<file path="config.mk">
export PLATFORM = sky130hd
export DESIGN_NAME = sram_tm_ctrl
export DESIGN_NICKNAME = d
export VERILOG_FILES = /design/src/rtl/sram_tm_pkg.sv /design/src/rtl/sram_tm_ctrl.sv
export SDC_FILE = /design/constraint.sdc
export NUM_CORES = 1
export LEC_CHECK = 0
export BUFFER_PORTS_ARGS = -buffer_cell sky130_fd_sc_hd__buf_2
export CAP_MARGIN = 20
export CORE_AREA = 2 2 39 41
export DETAILED_ROUTE_END_ITERATION = 10
export DIE_AREA = 0 0 41 43
export SYNTH_ARGS = -nofsm -noshare
export SYNTH_HDL_FRONTEND = slang
export SYNTH_SLANG_ARGS = --single-unit
export TNS_END_PERCENT = 50
</file>
<file path="constraint.sdc">
create_clock -name clk -period 1.85 [get_ports clk]
set_clock_uncertainty 0.1 [all_clocks]
set_input_delay 0.37 -clock clk [delete_from_list [all_inputs] [get_ports clk]]
set_output_delay 0.37 -clock clk [all_outputs]
set_load 0.02 [all_outputs]
</file>
<file path="src/rtl/sram_tm_pkg.sv">
package sram_tm_pkg;

    typedef enum logic [1:0] {
        ST_ARM   = 2'd0,
        ST_RUN   = 2'd1,
        ST_FAULT = 2'd2
    } sram_tm_state_e;

    function automatic int unsigned max_of(input int unsigned a, input int unsigned b);
        return (a > b) ? a : b;
    endfunction

endpackage

</file>
<file path="src/rtl/sram_tm_ctrl.sv">
// Arming / run / fault state machine with write acceptance and read gating.
module sram_tm_ctrl
    import sram_tm_pkg::*;
(
    input  logic clk,
    input  logic rst_n,
    input  logic known_i,
    input  logic wr_req_i,
    input  logic rd_req_i,
    input  logic addr_ok_i,
    input  logic data_ok_i,
    input  logic din_valid_i,
    input  logic ready_i,
    output logic wr_en_o,
    output logic wr_unk_o,
    output logic drive_o,
    output logic show_o,
    output logic busy_o,
    output logic err_o
);
    sram_tm_state_e state_q, state_d;
    logic active;
    logic wreq;
    logic reject;
    logic err_q;

    always_comb begin
        active = (state_q != ST_ARM);
        wreq   = active && wr_req_i;
        reject = wreq && ((state_q == ST_FAULT) || !addr_ok_i);
    end

    always_comb begin
        state_d = state_q;
        unique case (state_q)
            ST_ARM:   if (known_i) state_d = ST_RUN;
            ST_RUN:   if (reject)  state_d = ST_FAULT;
            ST_FAULT: if (!wreq)   state_d = ST_RUN;
            default:               state_d = ST_ARM;
        endcase
    end

    always_ff @(posedge clk or negedge rst_n) begin
        if (!rst_n) begin
            state_q <= ST_ARM;
            err_q   <= 1'b0;
        end else begin
            state_q <= state_d;
            err_q   <= err_q || reject;
        end
    end

    always_comb begin
        wr_en_o  = wreq && !reject;
        wr_unk_o = !(din_valid_i && data_ok_i);
        drive_o  = active && rd_req_i;
        show_o   = drive_o && ready_i && !reject && (state_q != ST_FAULT);
        busy_o   = drive_o && !ready_i;
        err_o    = err_q;
    end

    a_r2_reject_flags: assert property (@(posedge clk) disable iff (!rst_n)
        (state_q == ST_RUN && wr_req_i && !addr_ok_i) |=> (err_o && state_q == ST_FAULT));

    a_r8_err_sticky: assert property (@(posedge clk) disable iff (!rst_n)
        err_o |=> err_o);

    a_r7_arming: assert property (@(posedge clk) disable iff (!rst_n)
        (state_q == ST_ARM && known_i) |=> (state_q == ST_RUN));

    a_r7_no_err_while_arming: assert property (@(posedge clk) disable iff (!rst_n)
        (state_q == ST_ARM && !err_o) |=> !err_o);

endmodule

</file>
==> impl_results.rst, run 1 <==
.. list-table::
   :header-rows: 1

   * - Metric
     - Value
   * - Setup repair after global routing missed its margin
     - false
   * - Count of final max-slew check failures
     - 0
   * - Count of TritonRoute iterations in the first routing pass
     - 2
   * - Vias
     - between 200 and 250
   * - Mean Syn Cell Area
     - roughly 9.2 sq um
   * - Area share of the largest cell type after synthesis
     - between 40 and 50%
   * - Proportion of power drawn by flip-flops and latches
     - roughly 32%
   * - Worst rel slew slack
     - ~85%
   * - Setup crit end kind
     - output port
   * - Vias in the first global route
     - approximately 190
   * - Die Ht
     - ~43 um
   * - Kind of start point of the critical path
     - register
   * - Average detailed-routed wire length per instance
     - 7.83 um
   * - Pwr Total
     - approximately 0.00033 W
   * - # IOs
     - 15
   * - Worst ir drop on vdd
     - 251 uV
   * - Global routing usage summed across all routing layers
     - between 6 and 7%
   * - Setup slack, reg-to-reg
     - around 800 ps
   * - Synth-to-Final Area Change
     - 72.1%
   * - Crit Path Max Fanout
     - 7
   * - Switching fraction of total power
     - between 30% and 40%
   * - Final period utilization
     - 89.6%
   * - Mapped Cells
     - 19
   * - Top cells by area, synth
     - dfrtp_1 (43%), nor2b_1 (7.1%), mux2i_1 (5.7%)
   * - Library cells used by synthesis
     - 14
   * - Setup Total Neg Slack
     - 0 ps
   * - Clock transition at path regs
     - around 40 ps
   * - Final-layout fill cell count
     - 160
   * - # resized after CTS
     - 0
   * - Reg2reg end
     - err_o
   * - Worst-path cell chain
     - nor2_2 -> nor2b_2 -> and2b_1 -> buf_2
   * - Dominant combinational cell family by area after synthesis
     - simple AND/OR/NAND/NOR gates
   * - Net switching power
     - roughly 0.00012 W
   * - Number of rows in the core area
     - 14
   * - Buffers inserted by post-CTS timing repair
     - 0
   * - Clock Latency Late Sink
     - around 230 ps
   * - Overflow left after global routing
     - 0
   * - Hold crit path type
     - input pin to register
   * - Internal power consumption
     - roughly 0.00022 W
   * - Detailed route wirelength on metal3
     - between 60 and 70 um
   * - Fraction of the yosys area taken by sequential cells
     - approximately 43%
   * - Synthesis-stage register bit count
     - 3
   * - Initial Utilization
     - 12.7%
   * - Total power per unit cell area
     - between 1000 and 1500 mW/mm^2
   * - DR WL met2
     - around 180 um
   * - Combinational cell fraction of total power
     - 33.2%
   * - Wire length of the first global-routing pass
     - ~710 um
   * - Wirelength, routed
     - 423 um
   * - Die outline area
     - 0.00176 sq mm
   * - Worst Path Arrival
     - about 1200 ps
   * - Largest incremental delay on the critical path
     - around 440 ps
   * - Post-synth top area cell
     - dfrtp_1
   * - Hold depth
     - 2
   * - Kind of critical path
     - register to output port
   * - Final weighted congestion of routability-driven global placement
     - about 0.62
   * - Standard cell area after detailed placement
     - ~270 sq um
   * - Worst-path cell with the longest stage delay
     - dfrtp_1
   * - Total of max-cap violations
     - 0
   * - Cts bufs inserted
     - 3
   * - Endpoint of the worst hold-timing path
     - state_q[0]
   * - Source of the worst register-to-register timing path
     - state_q[0]
   * - HP Start
     - known_i
   * - Fraction of the mapped netlist area in adder cells
     - 0%
   * - WL met1
     - between 150 and 200 um
   * - Basic-gate share of the synthesized area counting and, or, nand and nor cells
     - approximately 36%
   * - Pin slew with the least headroom to its limit
     - approximately 220 ps
   * - Largest net degree at the start of global routing
     - 8
   * - Clock root buffer master
     - clkbuf_4
   * - Final net count
     - 48
   * - Worst EP required
     - 1380 ps
   * - Final hold vios
     - 0
   * - Clock tree from TritonCTS
     - yes
   * - TritonCTS Sinks
     - 3
   * - Violation count after the first detailed-route iteration
     - 2
   * - Post-route ant nets
     - 0
   * - Cell area after synthesis
     - ~180 sq um
   * - Count of synthesis-stage warnings from yosys
     - 0
   * - HPWL Detailed
     - between 300 and 400 um
   * - Post-route design area
     - 302 sq um
   * - Fraction of synthesized area in multiplexers
     - between 5 and 6%
   * - Compound-cell area share of the yosys netlist
     - roughly 16%
   * - Cell depth of the worst flop-to-flop path
     - 3
   * - Xor-xnor portion of the synthesized cell area
     - 0%
   * - Leakage
     - approximately 0.15 nW
   * - Maximum buffer depth of the clock tree
     - 2
   * - Max Clk Rate
     - 603 MHz
   * - Remaining routing DRC violations
     - 0
   * - Number of antenna violations at the first check in global routing
     - 0
   * - Post-layout min period
     - about 1700 ps
   * - Number of port buffers
     - 14
   * - # H-tree levels
     - 1
   * - Syn Nets
     - 28
   * - Die width
     - 41 um
   * - Share of cells above drive strength 1
     - 52.6%
   * - Highest layer used for signal routing
     - met3
   * - Core Area
     - about 0.0014 sq mm
   * - Final setup vio count
     - 0
   * - Via/cell ratio
     - around 3.7
   * - Run status
     - completed
   * - Number of diodes
     - 0
   * - Share of total power in the clock network
     - 34.4%
Yosys cell counts:
cell     number
nor2b_1       2
o21ai_1       1
mux2i_1       1
nor2b_2       1
nor2_1        2
a21oi_1       1
and2b_1       1
and3_2        1
a21o_1        1
nand2_1       2
nand3_1       1
dfrtp_1       3
nor2_2        1
o311a_1       1
cell type report:
type | count | area, sq um | area share (%)
multi-input cells | 16 | 100 | 33.2
repair buffers | 15 | 80.1 | 26.6
flip-flops and latches | 3 | 75.1 | 24.9
clock buffers | 4 | 26.3 | 8.71
well taps | 16 | 20.0 | 6.64
routing by layer:
metal	track usage [%]	vias up
met5	0	-
met4	4.00	0
met3	6.28	0
met2	8.44	13
met1	6.47	86
li1	-	103
cell usage in the layout, fill, tap and decap left out, drive strengths merged:
| cell | count |
|---|---|
| a21oi | 1 |
| buf | 14 |
| and3 | 1 |
| nor2 | 3 |
| nand2 | 2 |
| and2b | 1 |
| mux2i | 1 |
| o311a | 1 |
| dlygate4sd3 | 1 |
| nand3 | 1 |
| o21ai | 1 |
| nor2b | 3 |
| dfrtp | 3 |
| clkbuf | 4 |
| a21o | 1 |
power groups by stage:
stage / Combinational (W) / Sequential, W / Clock, W
global route: 0.000125 / 0.000112 / 0.000133
global placement: 0.000110 / 0.000109 / 0
finish: 0.000111 / 0.000108 / 0.000115
floorplan: 0.0000784 / 0.000104 / 0
detailed placement: 0.000111 / 0.000110 / 0
CTS: 0.000113 / 0.000109 / 0.000120
sequential cells by signal (all words and copies together), names as in the netlist:
name / flops
err_o: 1
state_q: 2
worst max-delay path: cells and delay by family (launching register included):
kind | cells | cell delay [ps]
and+or+nand+nor | 3 | 360
buffers and inverters | 1 | 150
DFF | 1 | 440
cells by family (layout without fill, tap and decap cells):
logic type      after synthesis  in the layout
compound gates                4              4
buf+inv                       0             19
flops                         3              3
mux                           1              1
simple gates                 11             11
worst max path at each step:
stage	from	endpoint	slack, ps
after global routing	state_q[0]	busy_o	100
after CTS	state_q[0]	busy_o	180
final	state_q[0]	busy_o	190
after detailed placement	state_q[0]	busy_o	430
after global placement	state_q[0]	busy_o	440
after floorplan	state_q[0]	busy_o	390
metrics by stage:
step | worst slack (ps) | hold slack [ps] | utilization [%] | cells
5_1_grt | 105 | 282 | 21.8 | 54
2_1_floorplan | 392 | -25.6 | - | 19
4_1_cts | 176 | 282 | 21.8 | 54
6_report | 193 | 281 | 21.8 | 54
3_5_place_dp | 429 | 71.0 | 19.2 | 49
3_3_place_gp | 442 | 66.3 | 19.2 | 49
what timing repair did:
item | CTS | global route
hold endpoints to repair | 3 | 0
hold buffers | 1 | 0
endpoints found under the setup margin | 0 | 0
No activity file was read; power rests on OpenSTA's default activity.
==> inputs of run 2 (changes only) <==
--- a/config.mk
+++ b/config.mk
@@ -10,6 +10,7 @@
 export CORE_AREA = 2 2 39 41
 export DETAILED_ROUTE_END_ITERATION = 10
 export DIE_AREA = 0 0 41 43
+export GPL_TIMING_DRIVEN = 0
 export SYNTH_ARGS = -nofsm -noshare
 export SYNTH_HDL_FRONTEND = slang
 export SYNTH_SLANG_ARGS = --single-unit
==> impl_results.rst, run 2 (synthesis gave the netlist of run 1 again) <==
.. list-table::
   :header-rows: 1

   * - Metric
     - Value
   * - Run status
     - completed
   * - Number of cells after detailed placement
     - 49 (unchanged)
   * - # H-tree levels
     - 1 (unchanged)
   * - Switching fraction of total power
     - 34.7% (-0.51 points)
   * - Global routing usage summed across all routing layers
     - 5.43% (-1.1 points)
   * - Final standard cell count with taps included and fillers excluded
     - 54 (unchanged)
   * - Worst rel slew slack
     - 85.5% (+0.25 points)
   * - Largest net degree at the start of global routing
     - 8 (unchanged)
   * - Number of port buffers
     - 14 (unchanged)
   * - Largest register by flop count
     - state_q
   * - Number of antenna violations at the first check in global routing
     - 0 (unchanged)
   * - Share of total power in the clock network
     - 34.2% (-0.2 points)
   * - Final setup vio count
     - 0 (unchanged)
   * - Overflow left after global routing
     - 0 (unchanged)
   * - HPWL Detailed
     - 325 um (-4.9%)
   * - Core Area
     - 0.00138 sq mm (unchanged)
   * - Multi-input gate area in the final layout
     - 100 sq um (unchanged)
   * - Pwr Total
     - 0.000331 W (-0.82%)
   * - Final-layout fill cell count
     - 162 (+1.3%)
   * - Setup repair after global routing missed its margin
     - false
   * - Worst setup slack before clock tree synthesis
     - 436 ps (+6.48 ps)
   * - Leakage
     - 0.154 nW (unchanged)
   * - TritonCTS Sinks
     - 3 (unchanged)
   * - Worst Path Arrival
     - 1180 ps (about the same)
   * - Max Clk Rate
     - 606 MHz (+0.36%)
   * - Net switching power
     - 0.000115 W (-2.3%)
   * - Number of diodes
     - 0 (unchanged)
   * - Vias in the first global route
     - 166 (-12%)
   * - Top library cells by usage in the layout, fill and taps aside
     - buf_2 (14), clkbuf_4 (3), dfrtp_1 (3)
   * - Die outline area
     - 0.00176 sq mm (unchanged)
   * - Via/cell ratio
     - 3.74 (unchanged)
   * - Wire length of the first global-routing pass
     - 552 um (-22%)
   * - Final Worst Setup Slack
     - 199 ps (+5.92 ps)
   * - Setup Total Neg Slack
     - 0 ps (unchanged)
   * - Remaining routing DRC violations
     - 0 (unchanged)
   * - Clock root buffer master
     - clkbuf_4
   * - Final net count
     - 48 (unchanged)
   * - Final period utilization
     - 89.3% (-0.32 points)
   * - Vias
     - 202 (unchanged)
   * - Synth-to-Final Area Change
     - 72.1% (unchanged)
   * - Count of TritonRoute iterations in the first routing pass
     - 2 (unchanged)
   * - Register area
     - 75.1 sq um (unchanged)
   * - Proportion of power drawn by flip-flops and latches
     - 32.5% (about the same)
   * - Worst-path cell chain
     - nor2_2 -> nor2b_2 -> and2b_1 -> buf_2
   * - Die width
     - 41 um (unchanged)
   * - Share of cells above drive strength 1
     - 52.6% (unchanged)
   * - Die Ht
     - 43 um (unchanged)
   * - Average detailed-routed wire length per instance
     - 7.33 um (-6.4%)
   * - Clock tree from TritonCTS
     - yes
   * - Most common cell after layout, fill and taps aside
     - buf_2
   * - Pin slew with the least headroom to its limit
     - 217 ps (-3.80 ps)
   * - Internal power consumption
     - 0.000216 W (about the same)
   * - Violation count after the first detailed-route iteration
     - 1 (-1)
   * - Crit Path Max Fanout
     - 7 (unchanged)
   * - Count of final max-slew check failures
     - 0 (unchanged)
   * - Post-layout min period
     - 1650 ps (-5.92 ps)
   * - Number of rows in the core area
     - 14 (unchanged)
   * - Post-route ant nets
     - 0 (unchanged)
   * - Total power per unit cell area
     - 1100 mW/mm^2 (-0.82%)
   * - Combinational cell fraction of total power
     - 33.3% (about the same)
   * - Worst EP required
     - 1380 ps (about the same)
   * - # IOs
     - 15 (unchanged)
   * - Buffers inserted by post-CTS timing repair
     - 0 (unchanged)
   * - Wirelength, routed
     - 396 um (-6.4%)
   * - Clock transition at path regs
     - 40 ps (about the same)
   * - Final weighted congestion of routability-driven global placement
     - 0.597 (-3.1%)
   * - Clock Latency Late Sink
     - 230 ps (about the same)
   * - Maximum buffer depth of the clock tree
     - 2 (unchanged)
   * - Hold crit path type
     - input pin to register
   * - Kind of start point of the critical path
     - register
   * - Setup crit end kind
     - output port
   * - Kind of critical path
     - register to output port
   * - Final hold vios
     - 0 (unchanged)
   * - Initial Utilization
     - 12.7% (unchanged)
   * - Setup slack, reg-to-reg
     - 790 ps (about the same)
   * - Cts bufs inserted
     - 3 (unchanged)
   * - Total of max-cap violations
     - 0 (unchanged)
   * - Worst ir drop on vdd
     - 233 uV (-7.0%)
   * - Largest register FFs
     - 2 (unchanged)
   * - Worst-path cell with the longest stage delay
     - dfrtp_1
   * - Largest incremental delay on the critical path
     - 440 ps (about the same)
   * - Final core area utilization
     - 21.8% (unchanged)
run 2: cell counts in the layout (fill, tap and decap cells not counted):
Identical to the previous run, type by type.
run 2: final timing paths:
check	from	to	cells past startpoint
setup / recovery	state_q[0]	busy_o	4
hold / removal	wr_req_i	err_o	2
setup reg to reg	state_q[0]	err_o	3
hold reg to reg	err_o	err_o	1
max in group asynchronous	rst_n	state_q[0]	2
min in group asynchronous	rst_n	err_o	2
run 2: layout make-up:
class | instances | area share [%]
Sequential cell | 3 | 24.9
Tap cell | 16 | 6.64
Clock buffer | 4 | 8.71
Multi-Input combinational cell | 16 | 33.2
Timing Repair Buffer | 15 | 26.6
run 2: power groups by stage:
stage / clock network (W) / logic [W] / registers, W
after floorplan: 0 / 0.0000784 / 0.000104
after global placement: 0 / 0.000109 / 0.000109
after detailed placement: 0 / 0.000110 / 0.000109
after CTS: 0.000121 / 0.000112 / 0.000108
after global routing: 0.000131 / 0.000121 / 0.000111
final: 0.000113 / 0.000110 / 0.000108
run 2: worst max-delay path, delay by kind of cell (launching register included):
family	cells	cell delay (ps)
buffers and inverters	1	150
AND/OR/NAND/NOR	3	360
flip-flops	1	440
run 2: through the flow:
| step | hold slack [ps] | area [sq um] |
|---|---|---|
| CTS | 289 | 302 |
| global placement | 65.9 | 265 |
| global route | 287 | 302 |
| floorplan | -25.6 | 175 |
| detailed placement | 70.3 | 265 |
| finish | 293 | 302 |
run 2: timing repair:
action / in CTS / in global routing
resized for setup: 0 / 0
hold buffers: 1 / 0
endpoints found under the hold margin: 3 / 0
run 2: routing by layer:
| metal | wire (um) | global-route usage [%] | vias up |
|---|---|---|---|
| met3 | 57 | 3.14 | 0 |
| met4 | 0 | 8.00 | 0 |
| li1 | - | - | 104 |
| met1 | 154 | 4.52 | 87 |
| met2 | 184 | 6.88 | 11 |
| met5 | 0 | 0 | - |
